$ cat src/rtl/tag_link_pkg.sv
package tag_link_pkg;

  typedef enum logic [2:0] {
    PH_HUNT      = 3'd0,
    PH_DETECT    = 3'd1,
    PH_ALIGN     = 3'd2,
    PH_RECV      = 3'd3,
    PH_SLOT_RX   = 3'd4,
    PH_SEND      = 3'd5,
    PH_SLOT_TX   = 3'd6,
    PH_REFILL    = 3'd7
  } phase_t;

  // True when a zero-based strobe count sits on the final strobe of a run.
  function automatic logic at_last(input int unsigned cnt, input int unsigned lim);
    return (cnt + 1) == lim;
  endfunction

  // Wider of two limits, used to size the shared counter.
  function automatic int unsigned max2(input int unsigned a, input int unsigned b);
    return (a > b) ? a : b;
  endfunction

endpackage

$ cat src/rtl/strobe_counter.sv
module strobe_counter #(
  parameter int unsigned W = 8
) (
  input  logic         clk,
  input  logic         rst_n,
  input  logic         clr,
  input  logic         inc,
  output logic [W-1:0] cnt
);
  always_ff @(posedge clk) begin
    if (!rst_n)   cnt <= '0;
    else if (clr) cnt <= '0;
    else if (inc) cnt <= cnt + 1'b1;
  end
endmodule

$ cat src/rtl/sync_matcher.sv
module sync_matcher #(
  parameter int unsigned     LEN = 13,
  parameter logic [LEN-1:0]  PAT = 13'b1111100110101
) (
  input  logic clk,
  input  logic rst_n,
  input  logic clr,
  input  logic shift_en,
  input  logic din,
  output logic match
);
  logic [LEN-2:0] hist;
  logic [LEN-1:0] window;

  assign window = {hist, din};
  assign match  = (window == PAT);

  always_ff @(posedge clk) begin
    if (!rst_n)        hist <= '0;
    else if (clr)      hist <= '0;
    else if (shift_en) hist <= window[LEN-2:0];
  end
endmodule

$ cat src/rtl/block_shifter.sv
module block_shifter #(
  parameter int unsigned N = 128
) (
  input  logic         clk,
  input  logic         rst_n,
  input  logic         load,
  input  logic [N-1:0] ld_data,
  input  logic         shift,
  output logic         msb
);
  logic [N-1:0] sr;

  assign msb = sr[N-1];

  always_ff @(posedge clk) begin
    if (!rst_n)     sr <= '0;
    else if (load)  sr <= ld_data;
    else if (shift) sr <= {sr[N-2:0], 1'b0};
  end
endmodule

$ cat src/rtl/tag_link_ctrl.sv
module tag_link_ctrl
  import tag_link_pkg::*;
#(
  parameter int unsigned    DET_BITS   = 63,
  parameter int unsigned    BLOCK_BITS = 128,
  parameter int unsigned    GUARD_BITS = 20,
  parameter int unsigned    SYNC_LEN   = 13,
  parameter logic [SYNC_LEN-1:0] SYNC_PAT = 13'b1111100110101
) (
  input  logic                  clk,
  input  logic                  rst_n,
  input  logic                  bit_stb,
  input  logic                  bit_val,
  input  logic                  pre_found,
  input  logic                  slot_match,
  input  logic                  txf_empty,
  input  logic [BLOCK_BITS-1:0] txf_data,
  output logic                  rxf_wr,
  output logic                  rxf_bit,
  output logic                  txf_rd,
  output logic                  tx_en,
  output logic                  tx_bit,
  output logic [2:0]            phase
);
  localparam int unsigned ALIGN_LIMIT = DET_BITS + SYNC_LEN;
  localparam int unsigned CMAX = max2(max2(BLOCK_BITS, ALIGN_LIMIT), GUARD_BITS);
  localparam int unsigned CW   = $clog2(CMAX + 1);

  phase_t        st, nxt;
  logic [CW-1:0] cnt;
  logic          cnt_inc, guard_restart, cnt_clr;
  logic          held, load_blk, shift_blk;
  logic          sync_match, sync_hit, send_done, guard_done;
  logic          align_abort, rx_active;

  // named events for the checker
  assign rx_active   = (st == PH_RECV) || (st == PH_REFILL);
  assign sync_hit    = bit_stb && (st == PH_ALIGN) && sync_match;
  assign align_abort = bit_stb && (st == PH_ALIGN) && !sync_match
                       && at_last(32'(cnt), ALIGN_LIMIT);
  assign send_done   = bit_stb && (st == PH_SEND) && at_last(32'(cnt), BLOCK_BITS);
  assign guard_done  = bit_stb && (st == PH_SLOT_TX) && !bit_val
                       && at_last(32'(cnt), GUARD_BITS);

  always_comb begin
    nxt           = st;
    cnt_inc       = 1'b0;
    guard_restart = 1'b0;
    load_blk      = 1'b0;
    shift_blk     = 1'b0;
    unique case (st)
      PH_HUNT: if (pre_found) nxt = PH_DETECT;
      PH_DETECT: if (bit_stb) begin
        cnt_inc = 1'b1;
        if (at_last(32'(cnt), DET_BITS)) nxt = PH_ALIGN;
      end
      PH_ALIGN: if (bit_stb) begin
        if (sync_hit)         nxt = PH_RECV;
        else if (align_abort) nxt = PH_HUNT;
        else                  cnt_inc = 1'b1;
      end
      PH_RECV, PH_REFILL: if (bit_stb) begin
        cnt_inc = 1'b1;
        if (at_last(32'(cnt), BLOCK_BITS)) nxt = PH_SLOT_RX;
      end
      PH_SLOT_RX: begin
        if (!held) begin
          if (txf_empty) nxt = PH_SLOT_TX;
          else           load_blk = 1'b1;
        end else if (slot_match) begin
          nxt = PH_SEND;
        end
      end
      PH_SEND: if (bit_stb) begin
        shift_blk = 1'b1;
        cnt_inc   = 1'b1;
        if (send_done) nxt = PH_SLOT_RX;
      end
      PH_SLOT_TX: if (bit_stb) begin
        if (bit_val)         guard_restart = 1'b1;
        else if (guard_done) nxt = PH_REFILL;
        else                 cnt_inc = 1'b1;
      end
      default: nxt = PH_HUNT;
    endcase
  end

  assign cnt_clr = (nxt != st) || guard_restart;

  always_ff @(posedge clk) begin
    if (!rst_n) begin
      st      <= PH_HUNT;
      held    <= 1'b0;
      rxf_wr  <= 1'b0;
      rxf_bit <= 1'b0;
    end else begin
      st      <= nxt;
      rxf_wr  <= bit_stb && rx_active;
      rxf_bit <= bit_stb ? bit_val : 1'b0;
      if (load_blk)       held <= 1'b1;
      else if (send_done) held <= 1'b0;
    end
  end

  strobe_counter #(.W(CW)) u_cnt (
    .clk(clk), .rst_n(rst_n), .clr(cnt_clr), .inc(cnt_inc), .cnt(cnt)
  );

  sync_matcher #(.LEN(SYNC_LEN), .PAT(SYNC_PAT)) u_sync (
    .clk(clk), .rst_n(rst_n), .clr(st == PH_HUNT),
    .shift_en(bit_stb && ((st == PH_DETECT) || (st == PH_ALIGN))),
    .din(bit_val), .match(sync_match)
  );

  block_shifter #(.N(BLOCK_BITS)) u_txsr (
    .clk(clk), .rst_n(rst_n), .load(load_blk), .ld_data(txf_data),
    .shift(shift_blk), .msb(tx_bit)
  );

  assign txf_rd = load_blk;
  assign tx_en  = (st == PH_SEND);
  assign phase  = st;

endmodule

$ cat config.mk
export PLATFORM = sky130hd
export DESIGN_NAME = tag_link_ctrl
export DESIGN_NICKNAME = d
export VERILOG_FILES = /design/src/rtl/tag_link_pkg.sv /design/src/rtl/strobe_counter.sv /design/src/rtl/sync_matcher.sv /design/src/rtl/block_shifter.sv /design/src/rtl/tag_link_ctrl.sv
export SDC_FILE = /design/constraint.sdc
export NUM_CORES = 1
export LEC_CHECK = 0
export ABC_AREA = 0
export BUFFER_PORTS_ARGS = -buffer_cell sky130_fd_sc_hd__buf_4
export CAP_MARGIN = 25
export CORE_ASPECT_RATIO = 1.2
export CORE_UTILIZATION = 50
export CTS_CLUSTER_SIZE = 24
export DETAILED_ROUTE_END_ITERATION = 8
export GPL_ROUTABILITY_DRIVEN = 0
export PLACE_DENSITY = 0.75
export SLEW_MARGIN = 20
export SYNTH_ARGS = -nofsm -noshare
export SYNTH_HDL_FRONTEND = slang
export SYNTH_HIERARCHICAL = 1
export SYNTH_SLANG_ARGS = --single-unit
$ cat constraint.sdc
create_clock -name clk -period 2.7 [get_ports clk]
set_input_delay 0.27 -clock clk [delete_from_list [all_inputs] [get_ports clk]]
set_output_delay 0.27 -clock clk [all_outputs]
set_load 0.005 [all_outputs]
==> results_dict.tcl, run 1 <==
set metrics [dict create \
    core_sq_um 15200 \
    critical-path-max-stage-delay_ps 380 \
    synth_top_cell_by_area "dfxtp_1" \
    ctsHoldBuffers 0 \
    first_global_vias 5822 \
    ys.warnings.count 6 \
    clock_path_buffers 2 \
    clock-sinks 154 \
    maxSlewViolCount 0 \
    path_clk_slew_ps 60 \
    worstPathArrival_ps 2880 \
    synthToLayoutAreaGrowth_pct 21.9 \
    syn_area_per_cell_sq_um 10.8 \
    grt_pass1_wl_mm 26.0 \
    hp-class "input pin to register" \
    regToRegEndpoint "u_cnt/cnt[7]" \
    leakagePower_nw 5.33 \
    ys_seq_elements 154 \
    postSynth.asyncResetShare_pct 0 \
    fill_cells 1298 \
    cp_cell_sequence "and3_2, and3b_1, o2111a_2, nor4_1, o31a_1, nand4_1, or3_1, a21oi_1" \
    vias_per_cell 5.47 \
    synth_top_area_share_pct 39.2 \
    tritoncts.num_buffers 17 \
    synth_edf_count 0 \
    worstMarginPinSlew_ps 726 \
    dpl_worst_slack_ps 211 \
    vias 5764 \
    end_kind "register" \
    h-tree-depth 4 \
    crit_start "u_cnt/cnt[4]" \
    grt_overflow 0 \
    critPathCapture "u_cnt/cnt[7]" \
    total_power_w 0.00497 \
    ant_nets 0 \
    layout.nets 973 \
    timing.hold.ws_ps 152 \
    portBuffers 142 \
    cp_max_fo 7 \
    synth_area_sq_um 7870 \
    status "complete, no violations" \
    finalHoldViolCount 0 \
    dpl.hpwl_mm 10.5 \
    relSlewSlack_pct 51.6 \
    wire_per_inst_um 15.1 \
    most-common-layout-cells "dfxtp_1, buf_4, o211a_1" \
    r2r_slack_ps 150 \
    grt_max_degree 117 \
    post-route-drc-count 0 \
    period_share_pct 94.5 \
    synth_area_leaders "dfxtp_1, mux2_2, o211a_1" \
    final.setup_skew_ps 6.01 \
    fp.dieH_um 139 \
    syn_nets 863 \
    cp-start-kind "register" \
    ys.flop_type "dfxtp_1" \
    die_x_um 117 \
    final_common_cell "dfxtp_1" \
    initial_utilization_pct 51.7 \
    finalCriticalPeriod_ps 2550 \
    routed_wl_mm 15.9 \
    num_antenna_cells 0 \
    drt-pass1-iter-count 4 \
    setup.worst_path.class "register to register" \
    insertion_delay_ps 410 \
    finalSetupTns_ps 0 \
    row_count 49 \
    ys_seq_area_share_pct 39.2 \
    finalSetupViolations 0 \
    die-area_sq_um 16200 \
    vdd_ir_drop_max_v 0.000334 \
    crit_slowest_cell "dfxtp_1" \
    fmax_mhz 392 \
    ctsRootBufferMaster "clkbuf_16" \
    r2r-start "u_cnt/cnt[4]" \
    cp.required_ps 3030 \
    finalWorstSetupSlack_ps 149 \
    yosysUniqueCellTypes 49 \
    drt-initial-drc-count 235 \
    cts_tree "done" \
    powerDensity_nw_per_um2 518 \
    design.portCount 143 \
    syn_inst 727 \
    final_layout_size_suffix_gt1_share_pct 37.5 \
    grt_usage_pct 19.9 \
    r2r_cells 8 \
    max-cap-violations 0 \
    antenna_found_initial 0 \
]
-- flip-flops by register name, summed over array words and instances, names as in the netlist --
register     count
rxf_bit          1
u_sync/hist     12
rxf_wr           1
u_cnt/cnt        8
held             1
u_txsr/sr      128
phase            3
-- how the worst min path moves through the flow --
stage	startpoint	end	slack, ps	cells after the start
2_1_floorplan	rst_n	phase[2]	390	1
3_3_place_gp	u_sync/hist[11]	u_sync/hist[11]	480	2
3_5_place_dp	u_sync/hist[11]	u_sync/hist[11]	500	2
4_1_cts	bit_stb	rxf_wr	130	3
5_1_grt	txf_data[0]	u_txsr/sr[0]	140	3
6_report	txf_data[0]	u_txsr/sr[0]	150	3
-- cells in the mapped netlist (2+ instances only) --
| cell | instances |
|---|---|
| mux2_2 | 127 |
| nor3_1 | 3 |
| clkbuf_1 | 29 |
| nor3b_1 | 2 |
| nor4_1 | 2 |
| and3_1 | 4 |
| dfxtp_1 | 154 |
| buf_6 | 8 |
| nor2_1 | 25 |
| nand4_1 | 8 |
| or3_1 | 3 |
| or2b_1 | 49 |
| buf_2 | 19 |
| nand4b_1 | 2 |
| xnor2_1 | 3 |
| nor4b_1 | 2 |
| clkbuf_8 | 8 |
| nand2_1 | 11 |
| nand2b_1 | 80 |
| nand3b_1 | 3 |
| nor2b_1 | 3 |
| o21ai_0 | 5 |
| mux2i_1 | 13 |
| o211a_1 | 128 |
| buf_4 | 2 |
| inv_1 | 4 |
| nand3_1 | 2 |
| xor2_1 | 3 |
| a21oi_1 | 3 |
| o21a_1 | 3 |
-- cell families (layout without fill, tap and decap cells) --
kind of cell	after synthesis	after routing	synth area share (%)
AND/OR/NAND/NOR	206	206	16.3
flip-flops	154	154	39.2
AO/OA/AOI/OAI	150	150	18.3
multiplexers	140	140	19.8
buffers and inverters	70	193	5.52
XOR/XNOR	6	6	0.668
adder cells (fa/ha/maj)	1	1	0.159
-- through the flow --
| step | cells | instance area [sq um] | utilization (%) |
|---|---|---|---|
| final | 1054 | 9590 | 63.1 |
| after detailed placement | 1021 | 8970 | 59.0 |
| after global routing | 1054 | 9590 | 63.1 |
| after CTS | 1053 | 9570 | 63.0 |
| after floorplan | 727 | 7870 | - |
| after global placement | 1021 | 8970 | 59.0 |
-- where the power goes --
group	total [W]	internal [W]	switching [W]
Combinational	0.000262	0.000168	0.0000940
Clock	0.00243	0.00155	0.000881
Sequential	0.00228	0.00228	0.00000324
Total	0.00497	0.00399	0.000978
-- metal layers --
metal	vias to the layer above	track usage (%)	routed length, um
met5	-	0	0
met4	0	7.69	269
met3	28	5.27	855
met2	167	34.3	7960
met1	2716	23.2	6830
li1	2853	-	-
-- what timing repair did --
action	CTS	global route
endpoints found under the hold margin	0	0
gates resized for setup	0	2
buffers inserted	0	1
endpoints found under the setup margin	0	2
-- final cells by class --
| class | instances | area (sq um) | share of cell area, % |
|---|---|---|---|
| timing repair buffer | 157 | 1250 | 13.1 |
| tap | 204 | 255 | 2.66 |
| clock inverter | 7 | 113 | 1.17 |
| inverter | 4 | 15.0 | 0.157 |
| multi-input combinational | 503 | 4370 | 45.6 |
| sequential | 154 | 3080 | 32.2 |
| clock buffer | 25 | 495 | 5.17 |
-- worst max-delay path: cells and delay by family, from the launching register on --
kind,cells,cell delay [ps]
AO/OA/AOI/OAI,3,840
flip-flops,1,380
AND/OR/NAND/NOR,5,1250
(Power assumes the default switching activity.)
==> inputs of run 2 (changes only) <==
--- a/config.mk
+++ b/config.mk
@@ -14,6 +14,7 @@
 export DETAILED_ROUTE_END_ITERATION = 8
 export GPL_ROUTABILITY_DRIVEN = 0
 export PLACE_DENSITY = 0.75
+export RECOVER_POWER = 100
 export SLEW_MARGIN = 20
 export SYNTH_ARGS = -nofsm -noshare
 export SYNTH_HDL_FRONTEND = slang
==> run 2 against run 1 <==
Compared with the run above: first-iteration DRC count is the same; clock-buffer cell count is the same; critical path depth is the same; register-to-register slack is essentially flat; flip-flop and latch count is the same; clock power is essentially flat; worst hold slack lost 1.2 ps; design area shrank 0.10%; via count shrank 0.12%; maximum frequency is essentially flat; largest power group unchanged.
==> results_dict.tcl, run 2 (synthesis gave the netlist of run 1 again) <==
set metrics [dict create \
    largest_registers "u_txsr/sr: 128 flops, u_sync/hist: 12 flops, u_cnt/cnt: 8 flops" \
    final.setup_skew_ps 6.01 \
    cp_max_fo 7 \
    wire_per_inst_um 15.1 \
    leakagePower_nw 5.32 \
    regToRegEndpoint "u_cnt/cnt[7]" \
    row_count 49 \
    drt-initial-drc-count 235 \
    max-cap-violations 0 \
    design.portCount 143 \
    drt-pass1-iter-count 4 \
    fmax_mhz 392 \
    vdd_ir_drop_max_v 0.000334 \
    hp-class "input pin to register" \
    vias_per_cell 5.46 \
    period_share_pct 94.4 \
    final_layout_size_suffix_gt1_share_pct 37.3 \
    first_global_vias 5822 \
    antenna_found_initial 0 \
    portBuffers 142 \
    r2r-start "u_cnt/cnt[4]" \
    r2r_slack_ps 150 \
    layout.nets 973 \
    h-tree-depth 4 \
    die_x_um 117 \
    total_power_w 0.00497 \
    insertion_delay_ps 410 \
    cp.buffers_inverters 0 \
    final_area_sq_um 9580 \
    dpl_cell_area_sq_um 8970 \
    fill_cells 1302 \
    grt_overflow 0 \
    cts_tree "done" \
    clock_path_buffers 2 \
    dpl.hpwl_mm 10.5 \
    cp-start-kind "register" \
    relSlewSlack_pct 4.45 \
    grt_pass1_wl_mm 26.0 \
    die-area_sq_um 16200 \
    largest_register_ffs 128 \
    post-route-drc-count 0 \
    powerDensity_nw_per_um2 519 \
    setup.worst_path.class "register to register" \
    grtUsageMet3_pct 5.27 \
    cpLargestDelayFamily "simple AND/OR/NAND/NOR gates" \
    hold_path_startpoint "txf_data[0]" \
    synthToLayoutAreaGrowth_pct 21.8 \
    min_to "u_txsr/sr[0]" \
    use_met2_pct 34.3 \
    grt_usage_pct 19.9 \
    core_sq_um 15200 \
    grt-busiest-layer "met2" \
    ctsRootBufferMaster "clkbuf_16" \
    cp.required_ps 3020 \
    final_common_cell "dfxtp_1" \
    cp_cell_sequence "and3_2, and3b_1, o2111a_2, nor4_1, o31a_1, nand4_1, or3_1, a21oi_1" \
    initial_utilization_pct 51.7 \
    end_kind "register" \
    routed_wl_mm 15.9 \
    vias 5757 \
    finalCriticalPeriod_ps 2550 \
    use_met1_pct 23.2 \
    ctsHoldBuffers 0 \
    clock-sinks 154 \
    largest-register "u_txsr/sr" \
    worstPathArrival_ps 2870 \
    fp.dieH_um 139 \
    maxSlewViolCount 0 \
    status "complete, no violations" \
    finalSetupViolations 0 \
    r2r_cells 8 \
    grt_max_degree 117 \
    path_clk_slew_ps 60 \
    crit_slowest_cell "dfxtp_1" \
    num_antenna_cells 0 \
    ant_nets 0 \
    most-common-layout-cells "dfxtp_1, buf_4, o211a_1" \
    finalHoldViolCount 0 \
    worstMarginPinSlew_ps 1430 \
    tritoncts.num_buffers 17 \
    holdPathStages 3 \
    critical-path-max-stage-delay_ps 380 \
]
## run 2: cell count changes in the layout (fill, tap and decap cells not counted)
| cell | previous run | this run |
|---|---|---|
| clkbuf_1 | 4 | 6 |
| clkbuf_4 | 0 | 3 |
| buf_4 | 151 | 145 |
| clkbuf_2 | 0 | 1 |
## run 2: worst max path at each step
stage                               from  slack [ps]             end  cells past startpoint
after floorplan                 phase[2]         360  u_txsr/sr[100]                      7
after global placement    u_sync/hist[0]         340    u_cnt/cnt[6]                     10
after detailed placement  u_sync/hist[0]         210    u_cnt/cnt[7]                     10
after CTS                 u_sync/hist[0]         150    u_cnt/cnt[7]                     10
after global routing      u_sync/hist[2]         -30    u_cnt/cnt[7]                     10
final                       u_cnt/cnt[4]         150    u_cnt/cnt[7]                      8
## run 2: through the flow
stage / cells / TNS [ps] / util (%) / hold WS, ps / setup slack (ps)
final: 1054 / 0 / 63.0 / 151 / 151
after detailed placement: 1021 / 0 / 59.0 / 497 / 211
after global placement: 1021 / 0 / 59.0 / 479 / 339
after CTS: 1053 / 0 / 63.0 / 134 / 152
after floorplan: 727 / 0 / - / 388 / 360
after global routing: 1054 / -40.2 / 63.0 / 142 / -29.5
## run 2: what timing repair did
action,4_1_cts,5_1_grt
endpoints found under the setup margin,0,2
gates resized for setup,0,2
buffers inserted,0,1
endpoints found under the hold margin,0,0
## run 2: final cells by class
| type | instances | area [sq um] | area share, % |
|---|---|---|---|
| multi-input combinational | 503 | 4370 | 45.7 |
| sequential | 154 | 3080 | 32.2 |
| timing repair buffer | 157 | 1240 | 13.0 |
| clock buffer | 25 | 495 | 5.17 |
| tap | 204 | 255 | 2.66 |
| clock inverter | 7 | 113 | 1.18 |
| inverter | 4 | 15.0 | 0.157 |
## run 2: where the power goes
part | leakage [nW] | internal [W] | switching (W)
Combinational | 3.78 | 0.000167 | 0.0000940
Sequential | 1.24 | 0.00228 | 0.00000321
Clock | 0.297 | 0.00155 | 0.000880
## run 2: layer usage
metal | vias up | routed length (um)
met2 | 161 | 7950
met3 | 23 | 869
met4 | 0 | 257
met1 | 2721 | 6840
met5 | - | 0
li1 | 2852 | -
## run 2: worst min-delay path, delay by kind of cell
family,cells,cell delay [ps]
buffers and inverters,1,110
AO/OA/AOI/OAI,1,60
AND/OR/NAND/NOR,1,60
==> inputs of run 3 (changes only) <==
--- a/config.mk
+++ b/config.mk
@@ -13,6 +13,7 @@
 export CTS_CLUSTER_SIZE = 24
 export DETAILED_ROUTE_END_ITERATION = 8
 export GPL_ROUTABILITY_DRIVEN = 0
+export MAX_ROUTING_LAYER = met4
 export PLACE_DENSITY = 0.75
 export RECOVER_POWER = 100
 export SLEW_MARGIN = 20
==> run 3 against run 2 <==
Compared with the run above: clock-buffer cell count stayed put; design area hardly changed; largest cell class unchanged; critical path depth stayed put; via count is 0.10% lower; combinational power hardly changed; non-clock buffer count stayed put; sequential share of layout area hardly changed.
==> results_dict.tcl, run 3 (synthesis gave the netlist of run 1 again) <==
set metrics [dict create \
    status "complete, no violations" \
    die_x_um 117 \
    post-route-drc-count 0 \
    h-tree-depth 4 \
    clock_path_buffers 2 \
    maxSlewViolCount 0 \
    crit_slowest_cell "or3_1" \
    die-area_sq_um 16200 \
    tritoncts.num_buffers 17 \
    r2r_cells 8 \
    layout.nets 973 \
    grt_overflow 0 \
    worstMarginPinSlew_ps 1420 \
    finalSetupTns_ps 0 \
    row_count 49 \
    clock-sinks 154 \
    fp.dieH_um 139 \
    drt-initial-drc-count 227 \
    ctsRootBufferMaster "clkbuf_16" \
    leakagePower_nw 5.31 \
    hold_path_startpoint "txf_data[0]" \
    dpl.hpwl_mm 10.5 \
    regToRegEndpoint "u_cnt/cnt[7]" \
    cp_max_fo 7 \
    grt_max_degree 117 \
    p_comb_share_pct 5.2 \
    setup.worst_path.class "register to register" \
    initial_utilization_pct 51.7 \
    hp-class "input pin to register" \
    finalHoldViolCount 0 \
    grt_pass1_wl_mm 25.9 \
    largest_register_ffs 128 \
    dpl_worst_slack_ps 211 \
    pwr-share-clk_pct 48.9 \
    fmax_mhz 394 \
    ant_nets 0 \
    end_kind "register" \
    final.setup_skew_ps 5.64 \
    drt-pass1-iter-count 5 \
    finalWorstSetupSlack_ps 164 \
    finalCriticalPeriod_ps 2540 \
    path_clk_slew_ps 60 \
    design.portCount 143 \
    r2r-start "u_cnt/cnt[4]" \
    num_antenna_cells 0 \
    vias_per_cell 5.46 \
    final_core_util_pct 63.0 \
    relSlewSlack_pct 5.31 \
    total_power_w 0.00497 \
    largest-register "u_txsr/sr" \
    vias 5751 \
    ctsHoldBuffers 0 \
    fill_cells 1303 \
    min_to "u_txsr/sr[0]" \
    first_global_vias 5826 \
    synthToLayoutAreaGrowth_pct 21.7 \
    holdPathStages 3 \
    powerDensity_nw_per_um2 519 \
    seq_power_share_pct 45.9 \
    final_common_cell "dfxtp_1" \
    finalSetupViolations 0 \
    cp_cell_sequence "and3_2, and3b_1, o2111a_2, nor4_1, o31a_1, nand4_1, or3_1, a21oi_1" \
    vdd_ir_drop_max_v 0.000334 \
    largest_registers "u_txsr/sr: 128 flops, u_sync/hist: 12 flops, u_cnt/cnt: 8 flops" \
    insertion_delay_ps 410 \
    critical-path-max-stage-delay_ps 380 \
    cts_tree "done" \
    antenna_found_initial 0 \
    max-cap-violations 0 \
    r2r_slack_ps 160 \
    netSwitchingPower_w 0.000979 \
    p_sw_share_pct 19.7 \
    cp.required_ps 3020 \
    grt_usage_pct 20.5 \
    core_sq_um 15200 \
    portBuffers 142 \
    intPower_w 0.00399 \
    cp-start-kind "register" \
    worstPathArrival_ps 2860 \
    most-common-layout-cells "dfxtp_1, buf_4, o211a_1" \
    period_share_pct 93.9 \
    wire_per_inst_um 15.1 \
    final_layout_size_suffix_gt1_share_pct 37.1 \
    routed_wl_mm 15.9 \
]
==> run 3: cell count changes in the layout (fill, tap and decap cells not counted) <==
cell and delta:
buf_4 -2, clkbuf_1 +2
==> run 3: per-layer routing <==
metal | part of all wire, % | track usage [%] | up-vias
li1 | - | - | 2853
met1 | 43 | 23.3 | 2720
met2 | 50 | 34.2 | 159
met3 | 5.2 | 5.10 | 19
met4 | 1.5 | 7.69 | 0
met5 | 0 | - | -
==> run 3: cell type report <==
class	count	area [sq um]	share of cell area, %
clock inverter	7	113	1.18
sequential	154	3080	32.2
timing repair buffer	157	1240	12.9
multi-input combinational	503	4370	45.7
tap	204	255	2.67
inverter	4	15.0	0.157
clock buffer	25	495	5.18
==> run 3: worst max path at each step <==
| stage | to | cells after the start | startpoint |
|---|---|---|---|
| floorplan | u_txsr/sr[100] | 7 | phase[2] |
| global placement | u_cnt/cnt[6] | 10 | u_sync/hist[0] |
| detailed placement | u_cnt/cnt[7] | 10 | u_sync/hist[0] |
| CTS | u_cnt/cnt[7] | 10 | u_sync/hist[0] |
| global route | u_cnt/cnt[7] | 10 | u_sync/hist[2] |
| finish | u_cnt/cnt[7] | 8 | u_cnt/cnt[4] |
==> run 3: through the flow <==
step	hold slack [ps]	std cells	area [sq um]
finish	150	1054	9570
global route	142	1054	9570
CTS	134	1053	9570
detailed placement	497	1021	8970
global placement	479	1021	8970
floorplan	388	727	7870
==> run 3: worst max-delay path, delay by kind of cell, from the launching register on <==
kind | cells | cell delay [ps]
AOI/OAI and AO/OA | 3 | 830
DFF | 1 | 370
and+or+nand+nor | 5 | 1240
==> run 3: repair_timing <==
item                       4_1_cts  5_1_grt
resized for setup                0        2
setup endpoints to repair        0        2
hold endpoints to repair         0        0
buffers inserted                 0        1
==> run 3: power by group through the flow <==
stage | clock (W) | sequential, W | combinational (W)
after floorplan | 0 | 0.00233 | 0.0000935
after global placement | 0 | 0.00233 | 0.000259
after detailed placement | 0 | 0.00233 | 0.000263
after CTS | 0.00248 | 0.00228 | 0.000264
after global routing | 0.00260 | 0.00228 | 0.000279
final | 0.00243 | 0.00228 | 0.000260
